## src/rtl/sp_pkg.sv

```systemverilog
// Shared types and helpers for the serial port.
// Assumes nothing beyond IEEE 1800-2017.
package sp_pkg;
    typedef enum logic [1:0] {RX_IDLE, RX_START, RX_DATA, RX_STOP} rx_state_t;

    // Majority of three samples.
    function automatic logic maj3(input logic a, input logic b, input logic c);
        return (a & b) | (a & c) | (b & c);
    endfunction
endpackage

```

## src/rtl/sp_tick.sv

```systemverilog
// Sample-tick source: a fixed clock divide in mode 2, the external overflow
// pulse otherwise. Assumes CLK_PER_BIT is a multiple of OVS.
module sp_tick #(
    parameter int CLK_PER_BIT = 64,
    parameter int OVS         = 16
) (
    input  logic       clk,
    input  logic       rst_n,
    input  logic [1:0] mode,
    input  logic       ovf_pulse,
    output logic       tick
);
    localparam int DIV = CLK_PER_BIT / OVS;
    localparam int W   = (DIV > 1) ? $clog2(DIV) : 1;

    logic [W-1:0] cnt;
    logic         fixed_tick;

    assign fixed_tick = (cnt == W'(DIV - 1));

    // Free-running divider for the fixed-rate mode.
    always_ff @(posedge clk) begin
        if (!rst_n)          cnt <= '0;
        else if (fixed_tick) cnt <= '0;
        else                 cnt <= cnt + 1'b1;
    end

    // Pick the tick source from the mode.
    always_comb tick = (mode == 2'd2) ? fixed_tick : ovf_pulse;

    generate
        if (DIV > 1) begin : g_gap
            assert_fixed_gap_R3: assert property (@(posedge clk) disable iff (!rst_n)
                (mode == 2'd2 && tick) |=> !fixed_tick);
        end
    endgenerate
endmodule

```

## src/rtl/sp_tx.sv

```systemverilog
// Single-buffered transmitter. A write is accepted only while idle; the
// frame goes out LSB first, with the ninth bit in the long format.
// Assumes long_frame is stable during a frame.
module sp_tx #(
    parameter int OVS = 16
) (
    input  logic       clk,
    input  logic       rst_n,
    input  logic       tick,
    input  logic       long_frame,
    input  logic       wr,
    input  logic [7:0] data,
    input  logic       bit9,
    output logic       txd,
    output logic       done
);
    localparam int CW = $clog2(OVS);

    logic [10:0]   sh;
    logic          busy;
    logic [CW-1:0] tcnt;
    logic [3:0]    bidx;
    logic [3:0]    last;
    logic          bit_end;
    logic          accept;

    assign last    = long_frame ? 4'd10 : 4'd9;
    assign bit_end = tick && (tcnt == CW'(OVS - 1));
    assign accept  = wr && !busy;
    assign txd     = sh[0];

    // Frame shifter with bit and tick counters.
    always_ff @(posedge clk) begin
        if (!rst_n) begin
            sh   <= '1;
            busy <= 1'b0;
            tcnt <= '0;
            bidx <= '0;
        end else if (!busy) begin
            if (wr) begin
                sh   <= long_frame ? {1'b1, bit9, data, 1'b0} : {2'b11, data, 1'b0};
                busy <= 1'b1;
                tcnt <= '0;
                bidx <= '0;
            end
        end else if (tick) begin
            tcnt <= bit_end ? '0 : tcnt + 1'b1;
            if (bit_end) begin
                sh   <= {1'b1, sh[10:1]};
                bidx <= bidx + 1'b1;
                if (bidx == last) busy <= 1'b0;
            end
        end
    end

    // Done flag: set mid stop bit, cleared by an accepted write.
    always_ff @(posedge clk) begin
        if (!rst_n)      done <= 1'b0;
        else if (accept) done <= 1'b0;
        else if (busy && bidx == last && tick && tcnt == CW'(OVS / 2 - 1))
            done <= 1'b1;
    end

    assert_done_mid_stop_R4: assert property (@(posedge clk) disable iff (!rst_n)
        $rose(done) |-> (busy && bidx == last));
    assert_busy_write_ignored_R5: assert property (@(posedge clk) disable iff (!rst_n)
        (busy && wr && !bit_end) |=> $stable(txd));
    assert_idle_high_R1: assert property (@(posedge clk) disable iff (!rst_n)
        !busy |-> txd);
endmodule

```

## src/rtl/sp_rx.sv

```systemverilog
// Receiver with start-edge search on every tick, 3-sample majority vote on
// ticks 7/8/9, false-start rejection and a holding register.
// Assumes rxd is asynchronous (synchronised here) and rd is a strobe.
module sp_rx
    import sp_pkg::*;
#(
    parameter int OVS = 16
) (
    input  logic       clk,
    input  logic       rst_n,
    input  logic       tick,
    input  logic       long_frame,
    input  logic       rxd,
    input  logic       rd,
    output logic [7:0] data,
    output logic       bit9,
    output logic       ready,
    output logic       overrun
);
    localparam int CW = $clog2(OVS);

    rx_state_t     state;
    logic [1:0]    sync;
    logic          rx_s;
    logic [CW-1:0] tcnt;
    logic [3:0]    idx;
    logic          s7, s8;
    logic [8:0]    bits;
    logic          vote_pt, vote, bit_end, load;

    assign rx_s    = sync[1];
    assign vote_pt = tick && (tcnt == CW'(OVS / 2 + 1));
    assign bit_end = tick && (tcnt == CW'(OVS - 1));
    assign vote    = maj3(s7, s8, rx_s);
    assign load    = (state == RX_STOP) && vote_pt;

    // Two-flop synchroniser on the line.
    always_ff @(posedge clk) begin
        if (!rst_n) sync <= 2'b11;
        else        sync <= {sync[0], rxd};
    end

    // Frame state machine, tick counter and vote samples.
    always_ff @(posedge clk) begin
        if (!rst_n) begin
            state <= RX_IDLE;
            tcnt  <= '0;
            idx   <= '0;
            s7    <= 1'b1;
            s8    <= 1'b1;
            bits  <= '0;
        end else if (state == RX_IDLE) begin
            if (tick && !rx_s) begin
                state <= RX_START;
                tcnt  <= CW'(1);
            end
        end else if (tick) begin
            tcnt <= bit_end ? '0 : tcnt + 1'b1;
            if (tcnt == CW'(OVS / 2 - 1)) s7 <= rx_s;
            if (tcnt == CW'(OVS / 2))     s8 <= rx_s;
            case (state)
                RX_START: begin
                    if (vote_pt && vote) state <= RX_IDLE;
                    else if (bit_end) begin
                        state <= RX_DATA;
                        idx   <= '0;
                    end
                end
                RX_DATA: begin
                    if (vote_pt) bits[idx] <= vote;
                    if (bit_end) begin
                        if (idx == (long_frame ? 4'd8 : 4'd7)) state <= RX_STOP;
                        else                                    idx   <= idx + 1'b1;
                    end
                end
                RX_STOP: if (vote_pt) state <= RX_IDLE;
                default: state <= RX_IDLE;
            endcase
        end
    end

    // Holding register with ready and overrun flags.
    always_ff @(posedge clk) begin
        if (!rst_n) begin
            data    <= '0;
            bit9    <= 1'b0;
            ready   <= 1'b0;
            overrun <= 1'b0;
        end else if (load) begin
            data    <= bits[7:0];
            bit9    <= long_frame ? bits[8] : vote;
            ready   <= 1'b1;
            overrun <= rd ? 1'b0 : (ready | overrun);
        end else if (rd) begin
            ready   <= 1'b0;
            overrun <= 1'b0;
        end
    end

    assert_false_start_R7: assert property (@(posedge clk) disable iff (!rst_n)
        (state == RX_START && vote_pt && vote && !rd) |=> $stable(ready));
    assert_overrun_cause_R9: assert property (@(posedge clk) disable iff (!rst_n)
        $rose(overrun) |-> $past(ready));
    assert_read_clears_R8: assert property (@(posedge clk) disable iff (!rst_n)
        (rd && !load) |=> (!ready && !overrun));
    assert_vote_unanimous_R6: assert property (@(posedge clk) disable iff (!rst_n)
        (state == RX_DATA && vote_pt && s7 == s8 && s8 == rx_s) |=> bits[$past(idx)] == $past(rx_s));
endmodule

```

## src/rtl/serial_port.sv

```systemverilog
// Top of the multi-mode serial port: tick source, transmitter and receiver.
// Assumes mode is changed only while both directions are idle.
module serial_port #(
    parameter int CLK_PER_BIT = 64,
    parameter int OVS         = 16
) (
    input  logic       clk,
    input  logic       rst_n,
    input  logic [1:0] mode,
    input  logic       ovf_pulse,
    input  logic       tx_wr,
    input  logic [7:0] tx_data,
    input  logic       tx_bit9,
    output logic       txd,
    output logic       tx_done,
    input  logic       rxd,
    input  logic       rx_rd,
    output logic [7:0] rx_data,
    output logic       rx_bit9,
    output logic       rx_ready,
    output logic       rx_overrun
);
    logic tick;
    logic long_frame;

    assign long_frame = mode[1];

    sp_tick #(.CLK_PER_BIT(CLK_PER_BIT), .OVS(OVS)) u_tick (
        .clk(clk), .rst_n(rst_n), .mode(mode), .ovf_pulse(ovf_pulse), .tick(tick)
    );

    sp_tx #(.OVS(OVS)) u_tx (
        .clk(clk), .rst_n(rst_n), .tick(tick), .long_frame(long_frame),
        .wr(tx_wr), .data(tx_data), .bit9(tx_bit9), .txd(txd), .done(tx_done)
    );

    sp_rx #(.OVS(OVS)) u_rx (
        .clk(clk), .rst_n(rst_n), .tick(tick), .long_frame(long_frame),
        .rxd(rxd), .rd(rx_rd), .data(rx_data), .bit9(rx_bit9),
        .ready(rx_ready), .overrun(rx_overrun)
    );
endmodule

```

## config.mk

```make
export PLATFORM = sky130hd
export DESIGN_NAME = serial_port
export DESIGN_NICKNAME = d
export VERILOG_FILES = /design/src/rtl/sp_pkg.sv /design/src/rtl/sp_tick.sv /design/src/rtl/sp_tx.sv /design/src/rtl/sp_rx.sv /design/src/rtl/serial_port.sv
export SDC_FILE = /design/constraint.sdc
export NUM_CORES = 1
export LEC_CHECK = 0
export BUFFER_PORTS_ARGS = -buffer_cell sky130_fd_sc_hd__buf_2
export CORE_UTILIZATION = 40
export CTS_BUF_LIST = sky130_fd_sc_hd__clkbuf_16
export CTS_CLUSTER_SIZE = 24
export DETAILED_ROUTE_END_ITERATION = 8
export GPL_ROUTABILITY_DRIVEN = 0
export HOLD_SLACK_MARGIN = 0.05
export PLACE_DENSITY_LB_ADDON = 0.08
export SYNTH_ARGS = -nofsm -noshare
export SYNTH_HDL_FRONTEND = slang
export SYNTH_SLANG_ARGS = --single-unit
export TNS_END_PERCENT = 20
```

## constraint.sdc

```tcl
create_clock -name clk -period 2.4 [get_ports clk]
set_input_delay 0.36 -clock clk [delete_from_list [all_inputs] [get_ports clk]]
set_output_delay 0.36 -clock clk [all_outputs]
set_load 0.01 [all_outputs]
```

==> results.md <==
- Status: complete, but fails checks
- Failing checks: design-rule violations
- Max FO, Critical Path: 14
- Post-CTS setup buffers: 0
- Most common cell after layout, fill and taps aside: dfxtp_1
- Drt via density: between 5 and 6
- Max Clock Skew: 0.00671 ns
- WL met2: between 2000 and 2500 um
- Tot Pwr: 1.93 mW
- Starting DRT DRC Count: 94
- Die area: ~0.0072 mm^2
- Clock Path Buffers: 2
- GRT Overall Usage: 0.170
- Die Y: between 80 and 90 um
- Fmax: 463 MHz
- Post-route cell area: ~0.0031 mm^2
- Fin cells: 414
- Clock Latency Late Sink: approximately 0.3 ns
- First-pass GRT wire length: ~9700 um
- Final setup vio count: 0
- Drt pass-1 iters: 8
- #FFs+latches synth: 56
- Syn Area/Cell: 8.96 um^2
- Crit start category: flip-flop
- Io pins: 30
- Power per cell area: a little over 600 mW/mm^2
- H-tree levels: 2
- Warnings, synthesis: 0
- EDFF count, synth: 0
- Ys flop type: dfxtp_1
- Num CTS Buffers: 5
- Syn_nets: 340
- Layout cells sized above 1: 0.139
- Final Max Slew Viols: 0
- Comb pwr share: 0.072
- Synth area leader: dfxtp_1
- Relative slew slack: 0.512
- Sequential power share: 0.500
- Initial antenna violation count: 0
- Clock power share: 0.428
- Final min period: ~2.2 ns
- Pleak: between 1 and 1.5 nW
- Die X: approximately 85 um
- Critical path endpoint category: flip-flop
- Cts repair resizes: 0
- Critical Path RT: approximately 2.6 ns
- Post-Synthesis Cells: 307
- Avg WL per Cell: approximately 14 um
- # placed instances: 406
- Top cells by area, synth: dfxtp_1 (41%), ha_1 (7.3%), mux2i_1 (7.3%)
- Initial core utilization: 0.423
- WL final: approximately 5700 um
- Port Buffers: 29
- Pint: between 1 and 1.5 mW
- Max VDD drop: 0.000306 V
- Clk pin slew, worst setup/hold paths: 0.07 ns
- WS Path Type: reg -> reg
- WL met1: a little under 3000 um
- WP data arrival: approximately 2.4 ns
- RSZ-0062 raised after global routing: false
- WHS: ~0.23 ns
- Setup TNS Final: 0 ns
- Layout area overhead: 14.0%
- Synthesized area: ~0.0028 mm^2
- Final hold violations: 0
- Min-delay worst type: in -> reg
- Synth cell types: 54
- Slew @ Worst Pin: around 0.73 ns
- Top routing layer used: met4
- Net Sw Frac: 0.224
- Synth async-reset ratio: 0
- Post-synth top area share: 0.408
- Commonest cells after routing, fill and taps aside: dfxtp_1 (56), nor2_1 (29), buf_2 (29)
- Vias: around 2300
- Vias in the first global route: approximately 2000
- Final Cycle Share: 0.899
- Routed Antenna Nets: 0
- Clock Sinks: between 50 and 60
- Nets: 369
- Met3 Routed Length: around 230 um
- Residual overflow from global routing: 0
- Post-route DRC: 4
- Placed cell area: roughly 0.003 mm^2
- # rows: 29
- Psw: 0.432 mW
- Clock root buffer: clkbuf_16
- Max_cap viols: 0
- Post-CTS Hold Buffers: 0
- Sequential area share after synthesis: 0.408
- Largest net degree at the start of global routing: 28
- CTS tree: yes
- Antenna fix cells: 0
- CORE AREA: between 0.006 and 0.007 mm^2
- Post-DP HPWL: ~4100 um
## power by group through the flow
stage                     registers [mW]  logic, mW  clock network [mW]
after floorplan                    0.982     0.0965                   0
after detailed placement           0.986      0.140                   0
after global routing               0.966      0.157               0.893
after global placement             0.986      0.140                   0
final                              0.964      0.139               0.826
after CTS                          0.964      0.141               0.858
## per-stage QoR
step / worst slack [ns] / util
finish: 0.242 / 0.483
global route: 0.156 / 0.483
CTS: 0.254 / 0.483
detailed placement: 0.268 / 0.457
global placement: 0.306 / 0.457
floorplan: 0.407 / -
## metal layers
layer,GRT usage,vias to the layer above
met5,0,-
met4,0.0693,0
met3,0.0360,8
met2,0.261,39
met1,0.232,1076
li1,-,1169
## state kept, by name, indices dropped and copies added (netlist names)
register	count
u_rx.bit9	1
u_rx.bits	9
u_rx.data	8
u_rx.idx	4
u_rx.overrun	1
u_rx.ready	1
u_rx.s7	1
u_rx.s8	1
u_rx.state	2
u_rx.sync	2
u_rx.tcnt	4
u_tick.cnt	2
u_tx.bidx	4
u_tx.busy	1
u_tx.done	1
u_tx.sh	10
u_tx.tcnt	4
## cell usage after synthesis, drive strengths merged, types with 2 or more instances
cell type / instances
a211oi: 13
a21oi: 11
a221o: 2
a221oi: 2
a22oi: 2
and2: 2
and3: 3
buf: 3
clkbuf: 11
dfxtp: 56
ha: 16
inv: 13
mux2i: 20
nand2: 23
nand2b: 6
nand3: 13
nand3b: 8
nand4: 4
nor2: 29
nor2b: 11
nor3: 6
nor3b: 6
o211ai: 2
o21ai: 17
or3: 4
## worst paths after layout
kind                                   start      endpoint  slack [ns]  cells past startpoint
worst max-delay path             u_rx.idx[3]   u_rx.idx[2]        0.24                      5
worst min-delay path                   rx_rd  u_rx.overrun        0.23                      2
worst max register to register   u_rx.idx[3]   u_rx.idx[2]        0.24                      5
worst min register to register  u_rx.sync[0]  u_rx.sync[1]        0.41                      1
## area by class of cell
type / count / area (um^2)
fillers: 634 / 3360
multi-input cells: 224 / 1500
flip-flops and latches: 56 / 1120
repair buffers: 36 / 198
clock buffers: 5 / 125
well taps: 77 / 96.3
inverters: 13 / 48.8
clock inverters: 3 / 42.5
## kinds of logic (layout without fill, tap and decap cells)
kind of cell / Yosys count / in the layout / share of synthesized area
DFF: 56 / 56 / 0.408
and+or+nand+nor: 123 / 123 / 0.240
AOI/OAI and AO/OA: 61 / 61 / 0.147
xor gates and xnor gates: 2 / 2 / 0.00637
muxes: 21 / 21 / 0.0769
buffers and inverters: 27 / 57 / 0.0459
adders and majority gates: 17 / 17 / 0.0764
## critical path, stage by stage, from the launching register on
cell and delay, ns:
dfxtp_1 0.58, nor2_1 0.15, a221o_1 0.38, or4_4 0.55
or3b_1 0.38, nand3_1 0.07
No activity file was read; power rests on OpenSTA's default activity.
